<file path="config.mk">
export PLATFORM = sky130hd
export DESIGN_NAME = burst_addr_gen
export DESIGN_NICKNAME = d
export VERILOG_FILES = /design/src/rtl/burst_addr_pkg.sv /design/src/rtl/burst_start_reg.sv /design/src/rtl/burst_step_ctr.sv /design/src/rtl/burst_addr_mix.sv /design/src/rtl/burst_addr_gen.sv
export SDC_FILE = /design/constraint.sdc
export NUM_CORES = 1
export LEC_CHECK = 0
export CAP_MARGIN = 20
export CORE_AREA = 2 2 39 41
export CTS_BUF_LIST = sky130_fd_sc_hd__clkbuf_4
export CTS_CLUSTER_DIAMETER = 30
export DETAILED_ROUTE_END_ITERATION = 8
export DIE_AREA = 0 0 41 43
export PLACE_DENSITY = 0.44
export SLEW_MARGIN = 20
export SYNTH_ARGS = -nofsm -noshare
export SYNTH_HDL_FRONTEND = slang
export SYNTH_SLANG_ARGS = --single-unit
export TNS_END_PERCENT = 20
</file>
<file path="constraint.sdc">
create_clock -name clk -period 1.2 [get_ports clk]
set_input_delay 0.24 -clock clk [delete_from_list [all_inputs] [get_ports clk]]
set_output_delay 0.24 -clock clk [all_outputs]
set_load 0.005 [all_outputs]
</file>
<file path="src/rtl/burst_addr_pkg.sv">
package burst_addr_pkg;
  typedef enum logic {
    ORDER_LINEAR     = 1'b0,
    ORDER_INTERLEAVE = 1'b1
  } order_e;
endpackage

</file>
<file path="src/rtl/burst_start_reg.sv">
module burst_start_reg #(
  parameter int W = 2
) (
  input  logic         clk,
  input  logic         rst_n,
  input  logic         ld,
  input  logic [W-1:0] preset,
  output logic [W-1:0] start_q
);
  always_ff @(posedge clk) begin
    if (!rst_n)  start_q <= '0;
    else if (ld) start_q <= preset;
  end

  // start offset captured on load
  assert_start_capture_R2: assert property (@(posedge clk) disable iff (!rst_n)
    ld |=> start_q == $past(preset));
  // start offset held between loads
  assert_start_hold_R7: assert property (@(posedge clk) disable iff (!rst_n)
    !ld |=> $stable(start_q));
endmodule

</file>
<file path="src/rtl/burst_step_ctr.sv">
module burst_step_ctr #(
  parameter int W = 2
) (
  input  logic         clk,
  input  logic         rst_n,
  input  logic         ld,
  input  logic         adv_n,
  output logic [W-1:0] step_q
);
  always_ff @(posedge clk) begin
    if (!rst_n)      step_q <= '0;
    else if (ld)     step_q <= '0;
    else if (!adv_n) step_q <= step_q + 1'b1;
  end

  assert_load_clears_R3: assert property (@(posedge clk) disable iff (!rst_n)
    ld |=> step_q == '0);
  assert_suspend_hold_R6: assert property (@(posedge clk) disable iff (!rst_n)
    (!ld && adv_n) |=> $stable(step_q));
endmodule

</file>
<file path="src/rtl/burst_addr_mix.sv">
module burst_addr_mix
  import burst_addr_pkg::*;
#(
  parameter int W = 2
) (
  input  order_e       order,
  input  logic [W-1:0] start,
  input  logic [W-1:0] step,
  output logic [W-1:0] addr
);
  logic [W:0]   carry;
  logic [W-1:0] sum;

  assign carry[0] = 1'b0;
  for (genvar i = 0; i < W; i++) begin : g_ripple
    assign sum[i]     = start[i] ^ step[i] ^ carry[i];
    assign carry[i+1] = (start[i] & step[i]) | (carry[i] & (start[i] ^ step[i]));
  end

  always_comb begin
    if (order == ORDER_INTERLEAVE) addr = start ^ step;
    else                           addr = sum;
  end
endmodule

</file>
<file path="src/rtl/burst_addr_gen.sv">
module burst_addr_gen
  import burst_addr_pkg::*;
#(
  parameter int W = 2
) (
  input  logic         clk,
  input  logic         rst_n,
  input  logic         ld_i,
  input  logic         adv_n_i,
  input  logic         order_i,
  input  logic [W-1:0] preset_i,
  output logic [W-1:0] addr_o
);
  localparam logic [W-1:0] LAST_STEP = {W{1'b1}};

  logic [W-1:0] start_q;
  logic [W-1:0] step_q;
  order_e       order;

  assign order = order_e'(order_i);

  burst_start_reg #(.W(W)) u_start (
    .clk(clk), .rst_n(rst_n), .ld(ld_i), .preset(preset_i), .start_q(start_q));

  burst_step_ctr #(.W(W)) u_step (
    .clk(clk), .rst_n(rst_n), .ld(ld_i), .adv_n(adv_n_i), .step_q(step_q));

  burst_addr_mix #(.W(W)) u_mix (
    .order(order), .start(start_q), .step(step_q), .addr(addr_o));

  assert_reset_zero_R1: assert property (@(posedge clk)
    !rst_n |=> addr_o == '0 || !rst_n);
  assert_linear_inc_R4: assert property (@(posedge clk) disable iff (!rst_n)
    (!ld_i && !adv_n_i && !order_i) |=> (order_i || addr_o == $past(addr_o) + 1'b1));
  assert_interleave_flip_R5: assert property (@(posedge clk) disable iff (!rst_n)
    (!ld_i && !adv_n_i && order_i && !step_q[0]) |=>
      (!order_i || (addr_o ^ $past(addr_o)) == {{(W-1){1'b0}}, 1'b1}));
  assert_wrap_start_R7: assert property (@(posedge clk) disable iff (!rst_n)
    (!ld_i && !adv_n_i && step_q == LAST_STEP) |=> addr_o == start_q);
endmodule

</file>
======== After elaboration in Yosys (flattened, before gate mapping) ========
Index checks and enable logic that the tools add are counted.
operators by class
  bitwise gates (word level) .............. 6
  add/subtract/negate cells ............... 1
  muxes and demuxes ....................... 1
  reduce and logical (&&, ||, !) cells .... 1
operator list
  kind                 count
  $xor 1x1->1          3
  $add 2x1->2 const B  1
  $mux 2               1
  $reduce_or 2->1      1
  $xor 2x2->2          1
  $and 1x1->1          1
  $not 1->1            1
word-level totals
  bits of input ports ..................... 7
  bits in registers ....................... 4

======== Logic depth before layout (Yosys ltp) ========
  depth after elaboration ................. 3
  depth in mapped cells ................... 3
  gate-level depth less buffers ........... 3

======== Cells and area by module ========
Synthesis repeated with hierarchy kept, for this count alone.
second synthesis, totals
  cells, all modules ...................... 18
  area, all modules ....................... 195.2 um^2
modules (own cells, without submodules)
  module           sequential area each (um^2)  area an instance (um^2)  cells an instance  instances
  burst_step_ctr   40.0                         86.3                     8                  1
  burst_start_reg  40.0                         72.6                     6                  1
  burst_addr_mix   0.0                          36.3                     4                  1

======== Worst setup path before layout ========
OpenSTA, ideal clock, no wires.
  path type ............................... register -> output
  start ................................... register u_start.start_q[0]
  end ..................................... output addr_o[1]
  buffers on the path ..................... 0
  required time ........................... 960 ps
  slack ................................... 214 ps
  stages on the path, launching flop included .. 4
  arrival ................................. 746 ps
  cell sequence ........................... dfxtp_1 ha_1 nor2b_1 xnor2_1
between the ends
  longest elaborated chain between the ends .. 3
ends and longest elaborated chain
  what                    line                   RTL
  from (decl)             burst_start_reg.sv:8   output logic [W-1:0] start_q
  from (signal assigned)  burst_start_reg.sv:12  else if (ld) start_q <= preset;
  $and 1x1->1             burst_addr_mix.sv:17   assign carry[i+1] = (start[i] & step[i]) | (carry[i] & (start[i] ^ step[i]));
  $xor 1x1->1             burst_addr_mix.sv:16   assign sum[i] = start[i] ^ step[i] ^ carry[i];
  $mux 2                  burst_addr_mix.sv:21   if (order == ORDER_INTERLEAVE) addr = start ^ step;
  to (decl)               burst_addr_gen.sv:12   output logic [W-1:0] addr_o
No other way between the ends.

======== Worst setup path in the final report ========
  start ................................... register u_step.step_q[0]
  end ..................................... output addr_o[1]
between the ends
  longest elaborated chain between the ends .. 3
ends and longest elaborated chain
  what                    line                  RTL
  from (decl)             burst_step_ctr.sv:8   output logic [W-1:0] step_q
  from (signal assigned)  burst_step_ctr.sv:13  else if (!adv_n) step_q <= step_q + 1'b1;
  $and 1x1->1             burst_addr_mix.sv:17
  $xor 1x1->1             burst_addr_mix.sv:16
  $mux 2                  burst_addr_mix.sv:21
No other way between the ends.

==> flow_metrics.py <==
metrics = {
    "floorplanning": {
        "die_y_um": 43,
        "core_mm2": 0.001384,
        "die-area_mm2": 0.001763,
        "die_width_um": 41,
        "initial_core_util": 0.1474,
        "pin_count": 9,
        "row_count": 14,
    },
    "route": {
        "drt-initial-drc-count": 0,
        "route.detailed.drc": 0,
        "dr_total_vias": 178,
        "viasPerCell": 3.560,
        "drt-pass1-iter-count": 1,
        "routed_wl_um": 370,
        "antenna_left": 0,
        "avgRoutedWirePerCell_um": 7.400,
    },
    "grt": {
        "track_usage": 0.06820,
        "antenna_found_initial": 0,
        "grt_pass1_vias": 194,
        "grt-ovfl-total": 0,
        "grt_pass1_wl_um": 703,
        "grt_max_degree": 4,
    },
    "synthesis": {
        "synth_nets": 27,
        "syn_area_per_cell_um2": 10.73,
        "synth-seq-cells": 4,
        "syn_area_um2": 203.9,
        "syn_inst": 19,
        "seq_area_frac_synth": 0.3926,
        "ys_warn_count": 0,
        "synthDistinctLibCells": 11,
    },
    "clocking": {
        "clockRootBuffer": "clkbuf_4",
        "clockBufferDepth": 2,
        "clock_latency_ns": 0.23,
        "cts_hold_buf": 0,
        "numCtsBuffers": 3,
        "clk_pin_slew_ns": 0.04,
        "cts_sinks": 4,
        "cts_tree": "done",
        "h-tree-depth": 1,
    },
    "power_and_ir_drop": {
        "peakVddDrop_v": 0.0002589,
        "powerDensity_mw_per_mm2": 1011,
        "total_power_mw": 0.3770,
        "power_frac_comb": 0.178,
        "power.internal_mw": 0.2994,
        "p_leak_nw": 0.1498,
        "p_clk_frac": 0.434,
        "seqPwrFrac": 0.387,
        "p_sw_frac": 0.2058,
        "netSwitchingPower_mw": 0.07759,
    },
    "worst_setup_path": {
        "crit_fanout": 2,
        "cp.arrival_ns": 1.08,
        "crit_path_start_kind": "register",
        "cp.required_ns": 0.96,
        "crit_type": "register to output pin",
        "r2r_cells": 5,
        "end_kind": "output pin",
    },
    "timing": {
        "final.period_utilization": 1.097,
        "setup_viol": 1,
        "fin_crit_ns": 1.316,
        "maxSlewViolCount": 0,
        "hold_ws_ns": 0.6128,
        "worst_pin_slew_ns": 0.1555,
        "setup_slack_ns": -0.1160,
        "fmax_ghz": 0.7599,
        "rsz0062_at_grt": "yes",
        "clock_skew_ns": 0.0001112,
        "relSlewSlack": 0.8956,
        "final-hold-violation-count": 0,
    },
    "outcome": {
        "status": "finished, violations left",
        "violations": "setup timing",
    },
    "job": {
        "max_cap_viol_count": 0,
    },
    "final_layout": {
        "fin_nets": 44,
        "syn_to_final_growth_pct": 82.82,
        "finalInstanceArea_um2": 372.9,
        "fillCellCount": 151,
        "diodes": 0,
        "regArea_um2": 82.58,
        "postLayoutCoreUtil": 0.2694,
        "drive_gt1_frac": 0.5000,
        "multiInputGateArea_um2": 140.1,
    },
    "place": {
        "pre_cts_slack_ns": -0.4745,
        "dpl-instance-area_um2": 330.3,
        "gp_congestion": 0.5789,
        "hpwl_um": 298.7,
        "port-buffer-count": 8,
    },
    "min_path": {
        "hold_depth": 3,
        "hp-class": "register to register",
    },
}
## critical path, stage by stage (launching register included)
cell	delay (ns)
dfxtp_2	0.33
ha_4	0.15
nor2b_4	0.11
xnor2_1	0.13
buf_2	0.13
## cell usage after synthesis
master / number / area share
nand2b_1: 1 / 0.031
dfxtp_1: 4 / 0.39
and2b_2: 1 / 0.043
nor2b_1: 3 / 0.092
nor2b_4: 1 / 0.067
mux2i_1: 2 / 0.098
clkbuf_1: 1 / 0.018
xnor2_1: 3 / 0.13
ha_1: 1 / 0.061
nor2_1: 1 / 0.018
nor3_2: 1 / 0.049
## sequential cells by signal, indices dropped and copies added (netlist names)
register / flops
u_start.start_q: 2
u_step.step_q: 2
## layout make-up
cell class,instances,share of cell area
Timing Repair Buffer,13,0.2886
Multi-Input combinational cell,14,0.3758
Sequential cell,4,0.2215
Clock buffer,3,0.06040
Tap cell,16,0.05369
## kinds of logic after synthesis
| family | after synthesis | synth area share |
|---|---|---|
| XOR/XNOR | 3 | 0.1289 |
| adder cells (fa/ha/maj) | 1 | 0.06134 |
| buffers and inverters | 1 | 0.01839 |
| flip-flops | 4 | 0.3927 |
| multiplexers | 2 | 0.09816 |
| AND/OR/NAND/NOR | 8 | 0.3006 |
## path summary, 6_finish.rpt
| kind | startpoint | to | slack (ns) |
|---|---|---|---|
| hold reg to reg | u_step.step_q[1] | u_step.step_q[1] | 0.61 |
| setup / recovery | u_step.step_q[0] | addr_o[1] | -0.12 |
| setup reg to reg | u_step.step_q[0] | u_step.step_q[1] | 0.22 |
| hold / removal | u_step.step_q[1] | u_step.step_q[1] | 0.61 |
## power by group through the flow
stage                     registers [mW]  logic [mW]  clock network [mW]
after floorplan                    0.145      0.0261                   0
after global placement             0.146      0.0683                   0
after detailed placement           0.146      0.0692                   0
after CTS                          0.145      0.0649               0.172
after global routing               0.147      0.0755               0.182
final                              0.146      0.0672               0.164
## cell usage in the layout (no fill, tap or decap), drive strengths merged
cell type	n
nand2b	1
nor2b	4
xnor2	3
buf	7
ha	1
and2b	1
nor2	1
clkdlybuf4s50	6
nor3	1
clkbuf	3
dfxtp	4
mux2i	2
## repair_timing
action,in CTS,in global routing
endpoints found under the hold margin,0,0
pin swaps,1,2
endpoints found under the setup margin,2,2
setup buffers,0,1
gates resized for setup,13,1
## routing by layer
| metal | up-vias | wire, um | GRT usage |
|---|---|---|---|
| met3 | 2 | 29 | 0.03141 |
| met2 | 7 | 206 | 0.1000 |
| met1 | 76 | 122 | 0.04808 |
| li1 | 93 | - | - |
| met5 | - | 0 | 0 |
| met4 | 0 | 12 | 0.1000 |
## metrics by stage
step | cells | setup TNS [ns]
2_1_floorplan | 19 | 0
4_1_cts | 49 | -0.1559
6_report | 50 | -0.1160
3_5_place_dp | 46 | -0.5750
3_3_place_gp | 46 | -0.5437
5_1_grt | 50 | -0.1888
No activity file was read; power rests on OpenSTA's default activity.
